--- src/rtl/sprot_pkg.sv ---
package sprot_pkg;

    typedef enum logic [1:0] {
        LVL_NONE    = 2'b00,
        LVL_QUARTER = 2'b01,
        LVL_HALF    = 2'b10,
        LVL_FULL    = 2'b11
    } prot_lvl_e;

    typedef struct packed {
        logic      lock_en;
        prot_lvl_e lvl;
    } nv_bits_t;

    localparam int STAT_W     = 8;
    localparam int POS_LOCK   = 7;
    localparam int POS_LVL_HI = 3;
    localparam int POS_LVL_LO = 2;
    localparam int POS_WEL    = 1;
    localparam int POS_BUSY   = 0;

    // Extract the nonvolatile fields from a written status byte
    function automatic nv_bits_t nv_from_byte(input logic [STAT_W-1:0] b);
        nv_bits_t r;
        r.lock_en = b[POS_LOCK];
        r.lvl     = prot_lvl_e'(b[POS_LVL_HI:POS_LVL_LO]);
        return r;
    endfunction

    // Assemble the status byte seen by a status read
    function automatic logic [STAT_W-1:0] pack_status(input nv_bits_t nv,
                                                      input logic wel,
                                                      input logic busy);
        logic [STAT_W-1:0] s;
        if (busy) begin
            s = '1;
        end else begin
            s                         = '0;
            s[POS_LOCK]               = nv.lock_en;
            s[POS_LVL_HI:POS_LVL_LO]  = nv.lvl;
            s[POS_WEL]                = wel;
            s[POS_BUSY]               = 1'b0;
        end
        return s;
    endfunction

    // Zone membership from the two top address bits
    function automatic logic zone_hit(input prot_lvl_e lvl,
                                      input logic top1,
                                      input logic top2);
        logic h;
        case (lvl)
            LVL_NONE:    h = 1'b0;
            LVL_QUARTER: h = top1 & top2;
            LVL_HALF:    h = top1;
            default:     h = 1'b1;
        endcase
        return h;
    endfunction

endpackage

--- src/rtl/sprot_wel.sv ---
module sprot_wel (
    input  logic clk,
    input  logic rst,
    input  logic set_i,
    input  logic clr_i,
    input  logic busy_i,
    output logic wel_o
);
    logic busy_q;
    logic wel_q;
    logic cycle_end;

    // Program cycle finished: busy seen high last edge, low now
    assign cycle_end = busy_q & ~busy_i;

    always_ff @(posedge clk) begin
        if (rst) begin
            busy_q <= 1'b0;
            wel_q  <= 1'b0;
        end else begin
            busy_q <= busy_i;
            if (cycle_end || clr_i) begin
                wel_q <= 1'b0;
            end else if (set_i) begin
                wel_q <= 1'b1;
            end
        end
    end

    assign wel_o = wel_q;
endmodule

--- src/rtl/sprot_nvreg.sv ---
module sprot_nvreg
    import sprot_pkg::*;
#(
    parameter logic [STAT_W-1:0] NV_RST = '0
) (
    input  logic              clk,
    input  logic              rst,
    input  logic              load_i,
    input  logic [STAT_W-1:0] data_i,
    input  logic              commit_i,
    input  logic              allow_i,
    input  logic              lock_i,
    output nv_bits_t          nv_o
);
    nv_bits_t nv_q;
    nv_bits_t shadow_q;
    logic     pend_q;

    always_ff @(posedge clk) begin
        if (rst) begin
            nv_q     <= nv_from_byte(NV_RST);
            shadow_q <= nv_from_byte('0);
            pend_q   <= 1'b0;
        end else begin
            if (commit_i) begin
                // Chip select released: commit only an uncancelled write
                pend_q <= 1'b0;
                if (pend_q && !lock_i) begin
                    nv_q <= shadow_q;
                end
            end else if (lock_i) begin
                // Hardware lock while select is held drops the pending byte
                pend_q <= 1'b0;
            end else if (load_i && allow_i) begin
                pend_q   <= 1'b1;
                shadow_q <= nv_from_byte(data_i);
            end
        end
    end

    assign nv_o = nv_q;
endmodule

--- src/rtl/sprot_zone.sv ---
module sprot_zone
    import sprot_pkg::*;
#(
    parameter int ADDR_W = 16
) (
    input  logic [ADDR_W-1:0] addr_i,
    input  prot_lvl_e         lvl_i,
    output logic              hit_o
);
    logic top1;
    logic top2;
    logic unused_addr;

    generate
        if (ADDR_W >= 2) begin : g_two_msb
            assign top1 = addr_i[ADDR_W-1];
            assign top2 = addr_i[ADDR_W-2];
        end else begin : g_one_msb
            assign top1 = addr_i[0];
            assign top2 = addr_i[0];
        end
    endgenerate

    assign unused_addr = ^addr_i;
    assign hit_o       = zone_hit(lvl_i, top1, top2);
endmodule

--- src/rtl/stat_prot_unit.sv ---
module stat_prot_unit
    import sprot_pkg::*;
#(
    parameter int          ADDR_W = 16,
    parameter logic [7:0]  NV_RST = 8'h00
) (
    input  logic              clk,
    input  logic              rst,
    input  logic              wp_pin_i,
    input  logic              wel_set_i,
    input  logic              wel_clr_i,
    input  logic              sr_load_i,
    input  logic [7:0]        sr_data_i,
    input  logic              cs_rise_i,
    input  logic              busy_i,
    input  logic [ADDR_W-1:0] addr_i,
    output logic [7:0]        status_o,
    output logic              sr_wr_ok_o,
    output logic              addr_prot_o
);
    nv_bits_t nv;
    logic     wel;
    logic     hw_lock;

    // Pin only matters once the lock enable bit is set
    assign hw_lock    = ~wp_pin_i & nv.lock_en;
    assign sr_wr_ok_o = wel & ~busy_i & ~hw_lock;

    sprot_wel u_wel (
        .clk    (clk),
        .rst    (rst),
        .set_i  (wel_set_i),
        .clr_i  (wel_clr_i),
        .busy_i (busy_i),
        .wel_o  (wel)
    );

    sprot_nvreg #(
        .NV_RST (NV_RST)
    ) u_nv (
        .clk      (clk),
        .rst      (rst),
        .load_i   (sr_load_i),
        .data_i   (sr_data_i),
        .commit_i (cs_rise_i),
        .allow_i  (sr_wr_ok_o),
        .lock_i   (hw_lock),
        .nv_o     (nv)
    );

    sprot_zone #(
        .ADDR_W (ADDR_W)
    ) u_zone (
        .addr_i (addr_i),
        .lvl_i  (nv.lvl),
        .hit_o  (addr_prot_o)
    );

    assign status_o = pack_status(nv, wel, busy_i);
endmodule

--- config.mk ---
export PLATFORM = sky130hd
export DESIGN_NAME = stat_prot_unit
export DESIGN_NICKNAME = d
export VERILOG_FILES = /design/src/rtl/sprot_pkg.sv /design/src/rtl/sprot_wel.sv /design/src/rtl/sprot_nvreg.sv /design/src/rtl/sprot_zone.sv /design/src/rtl/stat_prot_unit.sv
export SDC_FILE = /design/constraint.sdc
export NUM_CORES = 1
export LEC_CHECK = 0
export ABC_AREA = 1
export BUFFER_PORTS_ARGS = -buffer_cell sky130_fd_sc_hd__buf_2
export CELL_PAD_IN_SITES_DETAIL_PLACEMENT = 1
export CELL_PAD_IN_SITES_GLOBAL_PLACEMENT = 2
export CORE_MARGIN = 4
export CORE_UTILIZATION = 16
export DETAILED_ROUTE_END_ITERATION = 16
export PLACE_DENSITY = 0.78
export SLEW_MARGIN = 20
export SYNTH_ARGS = -nofsm -noshare
export SYNTH_HDL_FRONTEND = slang
export SYNTH_SLANG_ARGS = --single-unit
--- constraint.sdc ---
create_clock -name clk -period 0.9 [get_ports clk]
set_input_delay 0.27 -clock clk [delete_from_list [all_inputs] [get_ports clk]]
set_output_delay 0.27 -clock clk [all_outputs]
set_load 0.005 [all_outputs]
Yosys cells after proc, flatten, opt, wreduce, memory -nomap -nowiden:

Cells that the tools add are included.

* output and inout port bits: 10
* bits in registers: 9
* input bits: 32
* logic and storage cells: 29

* reduce and logical (&&, ||, !) cells: 9
* muxes and demuxes: 2
* equal/unequal tests: 2
* bitwise logic cells: 9

Operators with widths (number)
* 8-bit 2-to-1 mux: 1
* 1-bit bitwise AND: 5
* 1-bit NOT: 4
* 1-bit case mux with 3 select lines: 1
* 3-bit AND reduction: 1
* 3-bit OR reduction: 1
* 2-bit by 1-bit equality test with 1-bit output (second input constant): 1
* 2-bit equality test (second input constant): 1
* 1-bit logical AND: 2
* 2-bit zero test: 1
* 2-bit AND reduction: 1
* 2-bit OR reduction: 1
* 1-bit zero test: 1
* 1-bit logical OR: 1

Longest topological paths before layout:

Gate-level depths: netlist of the first run.

* depth after elaboration: 6
* mapped depth: 6
* depth with buffers taken out: 6

By module:

From an unflattened synthesis of the first run, not the netlist that was laid out.

* cells, all modules: 70
* area, all modules: 464.2 um^2

Modules (own cells, without submodules)
* sprot_nvreg: cells each 45, instances 1, area each 307.8 um^2, seq. area each 140.1 um^2
* stat_prot_unit: cells each 13, instances 1, area each 73.8 um^2, seq. area each 0.0 um^2
* sprot_wel: cells each 9, instances 1, area each 68.8 um^2, seq. area each 40.0 um^2
* sprot_zone: cells each 3, instances 1, area each 13.8 um^2, seq. area each 0.0 um^2

Least setup slack after synthesis of the first run:

Ideal clock, no wire load.

* path kind: register -> output
* start: register u_wel.wel_q, in the netlist u_wel.wel_o
* end: output sr_wr_ok_o
* slack: 0.025 ns
* path buffers: 0
* stages on the path, launching flop included: 4
* data arrival time: 0.605 ns
* cell sequence: dfxtp_1 inv_2 nor2_4 and2_4

* cells in the longest elaborated chain, start to end: 2

Ends and longest elaborated chain
* from (decl): line sprot_wel.sv:10 `logic wel_q;`
* from (signal assigned): line sprot_wel.sv:19 `wel_q <= 1'b0;`
* from (signal assigned): line sprot_wel.sv:23 `wel_q <= 1'b0;`
* from (signal assigned): line sprot_wel.sv:25 `wel_q <= 1'b1;`
* 1-bit bitwise AND (2 in series): line stat_prot_unit.sv:27 `assign sr_wr_ok_o = wel & ~busy_i & ~hw_lock;`
* to (decl): line stat_prot_unit.sv:18 `output logic sr_wr_ok_o,`

Every way passes these cells.

Worst setup path after layout of the first run:

* start: register u_nv.nv_q, in the netlist u_nv.nv_o[2]
* end: output sr_wr_ok_o

* cells in the longest elaborated chain, start to end: 3

Ends and longest elaborated chain
* from (decl): line sprot_nvreg.sv:15 `nv_bits_t nv_q;`
* from (signal assigned): line sprot_nvreg.sv:21 `nv_q <= nv_from_byte(NV_RST);`
* from (signal assigned): line sprot_nvreg.sv:29 `nv_q <= shadow_q;`
* 1-bit bitwise AND: line stat_prot_unit.sv:26 `assign hw_lock = ~wp_pin_i & nv.lock_en;`
* 1-bit NOT (no line)
* 1-bit bitwise AND: line stat_prot_unit.sv:27

Every way passes these cells.

==> results of run 1 <==
-- what timing repair did --
item | CTS | global route
gates resized for setup | 18 | 12
setup buffers | 3 | 3
endpoints found under the setup margin | 16 | 16
pin swaps | 2 | 2
-- per-layer routing --
metal  global-route usage (%)  share of wire, %  vias to the layer above
li1                         -                 -                      252
met1                     7.49                37                      236
met2                     13.3                57                       13
met3                     5.03               6.5                        0
met4                     1.86                 0                        0
met5                        0                 0                        -
-- area by class of cell --
cell class	instances	area, µm²
multi-input cells	36	233
inverters	12	45.0
fillers	323	1830
clock buffers	4	26.3
flip-flops and latches	9	185
repair buffers	33	229
well taps	30	37.5
-- metrics by stage --
step	utilization, %	power [mW]
finish	29.2	0.857
global route	29.2	0.911
CTS	26.8	0.861
detailed placement	23.4	0.527
global placement	23.4	0.525
floorplan	-	0.469
-- kinds of logic (layout without fill, tap and decap cells) --
logic type | after synthesis | after routing | synth area share [%]
AO/OA/AOI/OAI | 10 | 10 | 12.5
buffers and inverters | 16 | 49 | 16.7
flip-flops | 9 | 9 | 40.0
AND/OR/NAND/NOR | 26 | 26 | 30.8
-- report_power, final --
group	total (mW)	internal (mW)	switching [mW]
sequential	0.411	0.406	0.00422
clock	0.311	0.171	0.140
combinational	0.135	0.0713	0.0639
-- cell usage in the layout, fill, tap and decap left out --
cell type	n
a211oi_1	1
a21oi_1	3
a21oi_2	1
and2_4	1
buf_2	18
buf_4	8
buf_6	7
clkbuf_1	1
clkbuf_4	3
dfxtp_1	5
dfxtp_2	4
inv_1	8
inv_2	4
nand2_1	8
nand2_2	5
nand3_1	2
nand3_4	1
nand4_4	1
nor2_1	5
nor2_2	2
nor2_4	1
o21ai_0	1
o21ai_2	4
-- registers in the layout, indices dropped and copies added, names as in the netlist --
register	count
u_nv.nv_o	3
u_nv.shadow_q	3
u_nv.pend_q	1
u_wel.busy_q	1
u_wel.wel_o	1
-- worst max path at each step --
| stage | endpoint | cells after the start |
|---|---|---|
| after floorplan | sr_wr_ok_o | 3 |
| after global placement | sr_wr_ok_o | 5 |
| after detailed placement | u_nv.nv_o[1] | 7 |
| after CTS | sr_wr_ok_o | 4 |
| after global routing | sr_wr_ok_o | 4 |
| final | sr_wr_ok_o | 3 |
==> metrics.txt, run 1 <==
status=finished, violations left; failing checks=negative setup slack; Critical Path RT=0.63 ns; Inserted Clock Buffers=3; largest net degree at the start of global routing=7; buffers added on ports=22; most numerous cell in the Yosys netlist=nand2_1; Tcrit/Tclk final=137%; critical path fanouts, max=3; Lkg Pwr=0.359 nW; diode count=0; Post-Route WL=1310 µm; TNS Setup=-1.87 ns; dpl ws=-0.164 ns; Crit-path slowest cell=dfxtp_2; Crit path largest cell delay=0.34 ns; Die ar.=0.00373 mm²; Mapped Area=450 µm²; Die Height=61.1 µm; DPL Wire Length=940 µm; grt total ovfl=0; # Max-Cap Violations=0; Placer Congestion=0.623; Clk Latency, worst-skew pair=0.26 ns; Ys Warns=0; sequential area share after synthesis=40.0%; GRT Total Usage=7.63%; initial antenna violation count=0; Worst Setup Start Kind=flop; Cell Rows=18; share of the synthesized area in the top cell type=40.0%; Placed Cells=114; initial DRC count=5; initial core utilization=17.4%; crit path launch=u_nv.nv_o[2]; CP top delay family=flip-flops; PwrDens=1130 mW/mm²; DR vias=501; Yosys top cell by area=dfxtp_1; clock transition at the registers of the reported paths=0.06 ns; setup violators final=11; CTS tree=yes; Reg2Reg Setup Slack=-0.19 ns; Max Slew Vio Count=0; hold_sp=wel_clr_i; Mapped Cells=61; Sink Count=9; first-pass GRT wire length=1990 µm; worst r2r src=u_wel.wel_o; final hold vios=0; Fmax=0.812 GHz; post-synthesis register bit count=9; top_reg_cell synth=dfxtp_1; Layout Nets=127; Via density=4.04; dpl cell area=606 µm²; RSZ-0062 raised after global routing=yes; hold buffers post-CTS=0; Placeable Area=0.00259 mm²; sum of buffers and inverters on the critical path=1; Tightest Pin Transition=0.253 ns; Die W=61.1 µm; reg2reg end=u_nv.shadow_q[0]; post-route ant nets=0; HP Class=input pin to flop; Synth area leaders=dfxtp_1 (40%), nand2_1 (10%), inv_1 (9.2%); CTS Buffer Depth=2; design area=756 µm²; share of cells above drive strength 1=63.8%; worst path cell trace=nand2_2 > and2_4 > buf_6; Final min period=1.23 ns; 1st-pass router iterations=4; vias in the first global route=491; Setup WS post-layout=-0.331 ns; VDD IR max=0.502 mV; asr flop ratio synth=0%; Non-Filler Instances=124; endpoint with the worst hold slack=u_wel.wel_o; DRC=0; Ports=42; leading cell types by count after synthesis=nand2_1 (12), inv_1 (11), dfxtp_1 (9); final hold slack=0.163 ns; Hold Path Cell Cnt=2; syn_nets=93; critical path class=flop to output pin; count of cell types in the netlist=16; worst rel slew slack=83.1%; Clock Skew=0.00708 ns; H-tree Lvls=1; CP arrival=0.96 ns; synth-to-layout area growth=67.8%; drt wl/cell=10.6 µm; Register-to-Register Path Depth=8; syn_area_per_cell=7.38 µm²; Worst Setup End Kind=output pin; Post-synth EDFFs=0; clock root buffer=clkbuf_4
(Power assumes the default switching activity.)
==> inputs of run 2 (changes only) <==
--- a/config.mk
+++ b/config.mk
@@ -6,7 +6,7 @@
 export NUM_CORES = 1
 export LEC_CHECK = 0
 export ABC_AREA = 1
-export BUFFER_PORTS_ARGS = -buffer_cell sky130_fd_sc_hd__buf_2
+export BUFFER_PORTS_ARGS = -buffer_cell sky130_fd_sc_hd__buf_4
 export CELL_PAD_IN_SITES_DETAIL_PLACEMENT = 1
 export CELL_PAD_IN_SITES_GLOBAL_PLACEMENT = 2
 export CORE_MARGIN = 4
==> metrics.txt, run 2 (synthesis results as in run 1) <==
status=finished, violations left (unchanged); failing checks=negative setup slack (unchanged); initial antenna violation count=0 (unchanged); Fmax=0.813 GHz (was 0.812 GHz); synth-to-layout area growth=82.8% (was 67.8%); Critical Path RT=0.63 ns (about the same); RSZ-0062 raised after global routing=yes (unchanged); Sink Count=9 (unchanged); Max Slew Vio Count=0 (unchanged); # Max-Cap Violations=0 (unchanged); final hold vios=0 (unchanged); HP Class=input pin to flop (unchanged); DRC=0 (unchanged); Tcrit/Tclk final=137% (about the same); clock transition at the registers of the reported paths=0.06 ns (about the same); CP arrival=0.96 ns (about the same); clock root buffer=clkbuf_4 (unchanged); CTS Buffer Depth=2 (unchanged); Die W=61.1 µm (unchanged); GRT Total Usage=8.05% (was 7.63%); dpl cell area=668 µm² (was 606 µm²); end-of-flow core utilization=31.8% (was 29.2%); initial core utilization=17.4% (unchanged); Via density=3.99 (was 4.04); drt wl/cell=10.7 µm (was 10.6 µm); 1st-pass router iterations=2 (was 4); vias in the first global route=519 (was 491); largest net degree at the start of global routing=7 (unchanged); TNS Setup=-2.27 ns (was -1.87 ns); Die Height=61.1 µm (unchanged); VDD IR max=0.624 mV (was 0.502 mV); most common cell after layout, fill and taps aside=buf_4 (was buf_2); grt total ovfl=0 (unchanged); post-route ant nets=0 (unchanged); most frequent cells in the layout=buf_4 (25), buf_6 (10), nand2_1 (8), inv_1 (8) (was buf_2 (18), nand2_1 (8), inv_1 (8), buf_4 (8), buf_6 (7)); Placeable Area=0.00259 mm² (unchanged); first-pass GRT wire length=2090 µm (was 1990 µm); Inserted Clock Buffers=3 (unchanged); hold buffers post-CTS=0 (unchanged); Cell Rows=18 (unchanged); Worst Setup Start Kind=flop (unchanged); Final min period=1.23 ns (about the same); Non-Filler Instances=126 (was 124); share of cells above drive strength 1=63.5% (was 63.8%); worst rel slew slack=83.0% (was 83.1%); Setup WS post-layout=-0.330 ns (was -0.331 ns); diode count=0 (unchanged); Layout Nets=129 (was 127); Lkg Pwr=0.387 nW (was 0.359 nW); dpl ws=-0.144 ns (was -0.164 ns); Clock Skew=0.000972 ns (was 0.00708 ns); Worst Setup End Kind=output pin (unchanged); critical path fanouts, max=2 (was 3); DPL Wire Length=962 µm (was 940 µm); PwrDens=1080 mW/mm² (was 1130 mW/mm²); Die ar.=0.00373 mm² (unchanged); CTS tree=yes (unchanged); setup violators final=12 (was 11); Tightest Pin Transition=0.255 ns (was 0.253 ns); H-tree Lvls=1 (unchanged); design area=823 µm² (was 756 µm²); Placed Cells=115 (was 114); initial DRC count=7 (was 5); critical path class=flop to output pin (unchanged); Post-Route WL=1340 µm (was 1310 µm); Clk Latency, worst-skew pair=0.26 ns (about the same); DR vias=503 (was 501); Ports=42 (unchanged); Placer Congestion=0.663 (was 0.623); buffers added on ports=22 (unchanged)
run 2: where the power goes:
part	total [mW]	internal, mW	switching (mW)
clock	0.318	0.171	0.147
sequential	0.411	0.406	0.00425
combinational	0.164	0.0977	0.0658
total	0.892	0.675	0.217
run 2: final timing paths:
path,start,end,slack (ns),cells after the start
setup / recovery,u_wel.wel_o,sr_wr_ok_o,-0.33,4
hold / removal,wel_clr_i,u_wel.wel_o,0.16,2
setup reg to reg,u_wel.wel_o,u_nv.shadow_q[2],-0.26,9
hold reg to reg,u_wel.busy_q,u_wel.wel_o,0.42,1
run 2: critical path, cell delays in order, from the launching register on:
cell and delay, ns:
dfxtp_2 0.33, inv_2 0.04, nor2_4 0.09, and2_4 0.15
buf_6 0.08
run 2: cell type report:
class / instances / area, µm²
fill: 321 / 1770
timing repair buffer: 35 / 300
multi-input combinational: 36 / 229
sequential: 9 / 185
inverter: 12 / 45.0
tap: 30 / 37.5
clock buffer: 4 / 26.3
run 2: metrics by stage:
| step | power [mW] | hold slack (ns) |
|---|---|---|
| final | 0.892 | 0.158 |
| after floorplan | 0.469 | 0.342 |
| after global placement | 0.555 | 0.402 |
| after global routing | 0.956 | 0.138 |
| after CTS | 0.897 | 0.151 |
| after detailed placement | 0.558 | 0.415 |
run 2: routing by layer:
layer  part of all wire [%]  track usage, %  up-vias
li1                       -               -      255
met1                     35            7.71      233
met2                     56            14.0       13
met3                    7.8            5.03        2
met4                   0.60            2.79        0
met5                      0               0        -
run 2: repair_timing:
item | CTS | global route
endpoints found under the setup margin | 16 | 12
buffers inserted | 4 | 3
gates resized for setup | 18 | 13
pin swaps | 4 | 4
==> inputs of run 3 (changes only) <==
--- a/config.mk
+++ b/config.mk
@@ -6,7 +6,7 @@
 export NUM_CORES = 1
 export LEC_CHECK = 0
 export ABC_AREA = 1
-export BUFFER_PORTS_ARGS = -buffer_cell sky130_fd_sc_hd__buf_4
+export BUFFER_PORTS_ARGS = -buffer_cell sky130_fd_sc_hd__buf_2
 export CELL_PAD_IN_SITES_DETAIL_PLACEMENT = 1
 export CELL_PAD_IN_SITES_GLOBAL_PLACEMENT = 2
 export CORE_MARGIN = 4
@@ -17,3 +17,4 @@
 export SYNTH_ARGS = -nofsm -noshare
 export SYNTH_HDL_FRONTEND = slang
 export SYNTH_SLANG_ARGS = --single-unit
+export TNS_END_PERCENT = 1
==> metrics.txt, run 3 (synthesis results as in run 1) <==
CP arrival=0.94 ns (was 0.96 ns); Ports=42 (unchanged); critical path fanouts, max=2 (unchanged); largest net degree at the start of global routing=7 (unchanged); most common cell after layout, fill and taps aside=buf_2 (was buf_4); Via density=3.95 (was 3.99); end-of-flow core utilization=25.9% (was 31.8%); DR vias=466 (was 503); HP Class=input pin to flop (unchanged); endpoint with the worst hold slack=u_wel.wel_o (unchanged); TNS Setup=-1.47 ns (was -2.27 ns); # Max-Cap Violations=0 (unchanged); CTS Buffer Depth=2 (unchanged); diode count=0 (unchanged); Die W=61.1 µm (unchanged); worst rel slew slack=84.0% (was 83.0%); Clock Skew=0.00661 ns (was 0.000972 ns); share of cells above drive strength 1=55.7% (was 63.5%); DPL Wire Length=940 µm (was 962 µm); setup violators final=15 (was 12); PwrDens=1240 mW/mm² (was 1080 mW/mm²); Critical Path RT=0.63 ns (about the same); Layout Nets=121 (was 129); VDD IR max=0.521 mV (was 0.624 mV); initial DRC count=7 (unchanged); clock root buffer=clkbuf_4 (unchanged); RSZ-0062 raised after global routing=yes (unchanged); grt total ovfl=0 (unchanged); Worst Setup Start Kind=flop (unchanged); clock transition at the registers of the reported paths=0.06 ns (about the same); grt met1 use=7.36% (was 7.71%); Cell Rows=18 (unchanged); reg2reg end=u_nv.shadow_q[0] (was u_nv.shadow_q[2]); M2 GR Usage=12.2% (was 14.0%); final hold vios=0 (unchanged); Lkg Pwr=0.327 nW (was 0.387 nW); failing checks=negative setup slack (unchanged); Tcrit/Tclk final=134% (was 137%); H-tree Lvls=1 (unchanged); CTS tree=yes (unchanged); synth-to-layout area growth=48.9% (was 82.8%); Register-to-Register Path Depth=7 (was 9); Clk Latency, worst-skew pair=0.26 ns (about the same); Die Height=61.1 µm (unchanged); final hold slack=0.166 ns (was 0.158 ns); post-route ant nets=0 (unchanged); DRC=0 (unchanged); Inserted Clock Buffers=3 (unchanged); Hold Path Cell Cnt=2 (unchanged); Reg2Reg Setup Slack=-0.05 ns (was -0.26 ns); Post-CTS Setup Inserts=0 (was 4); Worst Setup End Kind=output pin (unchanged); vias in the first global route=473 (was 519); Placeable Area=0.00259 mm² (unchanged); Max Slew Vio Count=0 (unchanged); met3 global-route usage=5.03% (unchanged); 1st-pass router iterations=4 (was 2); crit path launch=u_wel.wel_o (unchanged); Placer Congestion=0.623 (was 0.663); power after layout=0.833 mW (was 0.892 mW); status=finished, violations left (unchanged); first-pass GRT wire length=1900 µm (was 2090 µm); Sink Count=9 (unchanged); buffers added on ports=22 (unchanged); Final min period=1.21 ns (was 1.23 ns); Fmax=0.826 GHz (was 0.813 GHz); dpl ws=-0.164 ns (was -0.144 ns); worst r2r src=u_wel.wel_o (unchanged); Post-Route WL=1130 µm (was 1340 µm); critical path class=flop to output pin (unchanged); Tightest Pin Transition=0.240 ns (was 0.255 ns); Die ar.=0.00373 mm² (unchanged); hold buffers post-CTS=0 (unchanged); GRT Total Usage=7.28% (was 8.05%); initial antenna violation count=0 (unchanged); Setup WS post-layout=-0.310 ns (was -0.330 ns); initial core utilization=17.4% (unchanged); GR peak layer=met2 (unchanged); drt wl/cell=9.54 µm (was 10.7 µm); hold_sp=wel_clr_i (unchanged); most frequent cells in the layout=buf_2 (20), nand2_1 (11), inv_1 (8) (was buf_4 (25), buf_6 (10), nand2_1 (8), inv_1 (8))
==> run 3: changes by cell type in the layout (fill, tap and decap cells not counted), sizes merged <==
cell  previous run  this run
buf             35        27
==> run 3: routing by layer <==
metal | routed length [µm] | up-vias
met5 | 0 | -
met4 | 0 | 0
met3 | 85 | 0
met2 | 595 | 11
met1 | 445 | 213
li1 | - | 242
==> run 3: worst max-delay path by stage <==
stage	endpoint	cells after the start
2_1_floorplan	sr_wr_ok_o	3
3_3_place_gp	sr_wr_ok_o	5
3_5_place_dp	u_nv.nv_o[1]	7
4_1_cts	sr_wr_ok_o	4
5_1_grt	sr_wr_ok_o	4
6_report	sr_wr_ok_o	4
==> run 3: timing repair <==
item,4_1_cts,5_1_grt
endpoints found under the setup margin,16,16
pin swaps,2,1
gates resized for setup,13,6
==> run 3: worst max-delay path, stage by stage (launching register included) <==
cell	delay, ns
dfxtp_2	0.33
inv_2	0.05
nor2_4	0.08
and2_4	0.15
buf_6	0.08
==> run 3: through the flow <==
stage | cell area [µm²] | std cells
floorplan | 450 | 61
global placement | 606 | 114
detailed placement | 606 | 114
CTS | 653 | 118
global route | 671 | 118
finish | 671 | 118
==> run 3: power by group <==
| part | leakage (nW) | switching [mW] | internal, mW |
|---|---|---|---|
| clock network | 0.0150 | 0.136 | 0.171 |
| logic | 0.237 | 0.0574 | 0.0584 |
| registers | 0.0749 | 0.00417 | 0.406 |
| total | 0.327 | 0.198 | 0.635 |
==> run 3: final cells by class <==
class	instances	area [µm²]
fill	325	1920
inverter	12	45.0
timing repair buffer	27	156
tap	30	37.5
multi-input combinational	36	220
sequential	9	185
clock buffer	4	26.3
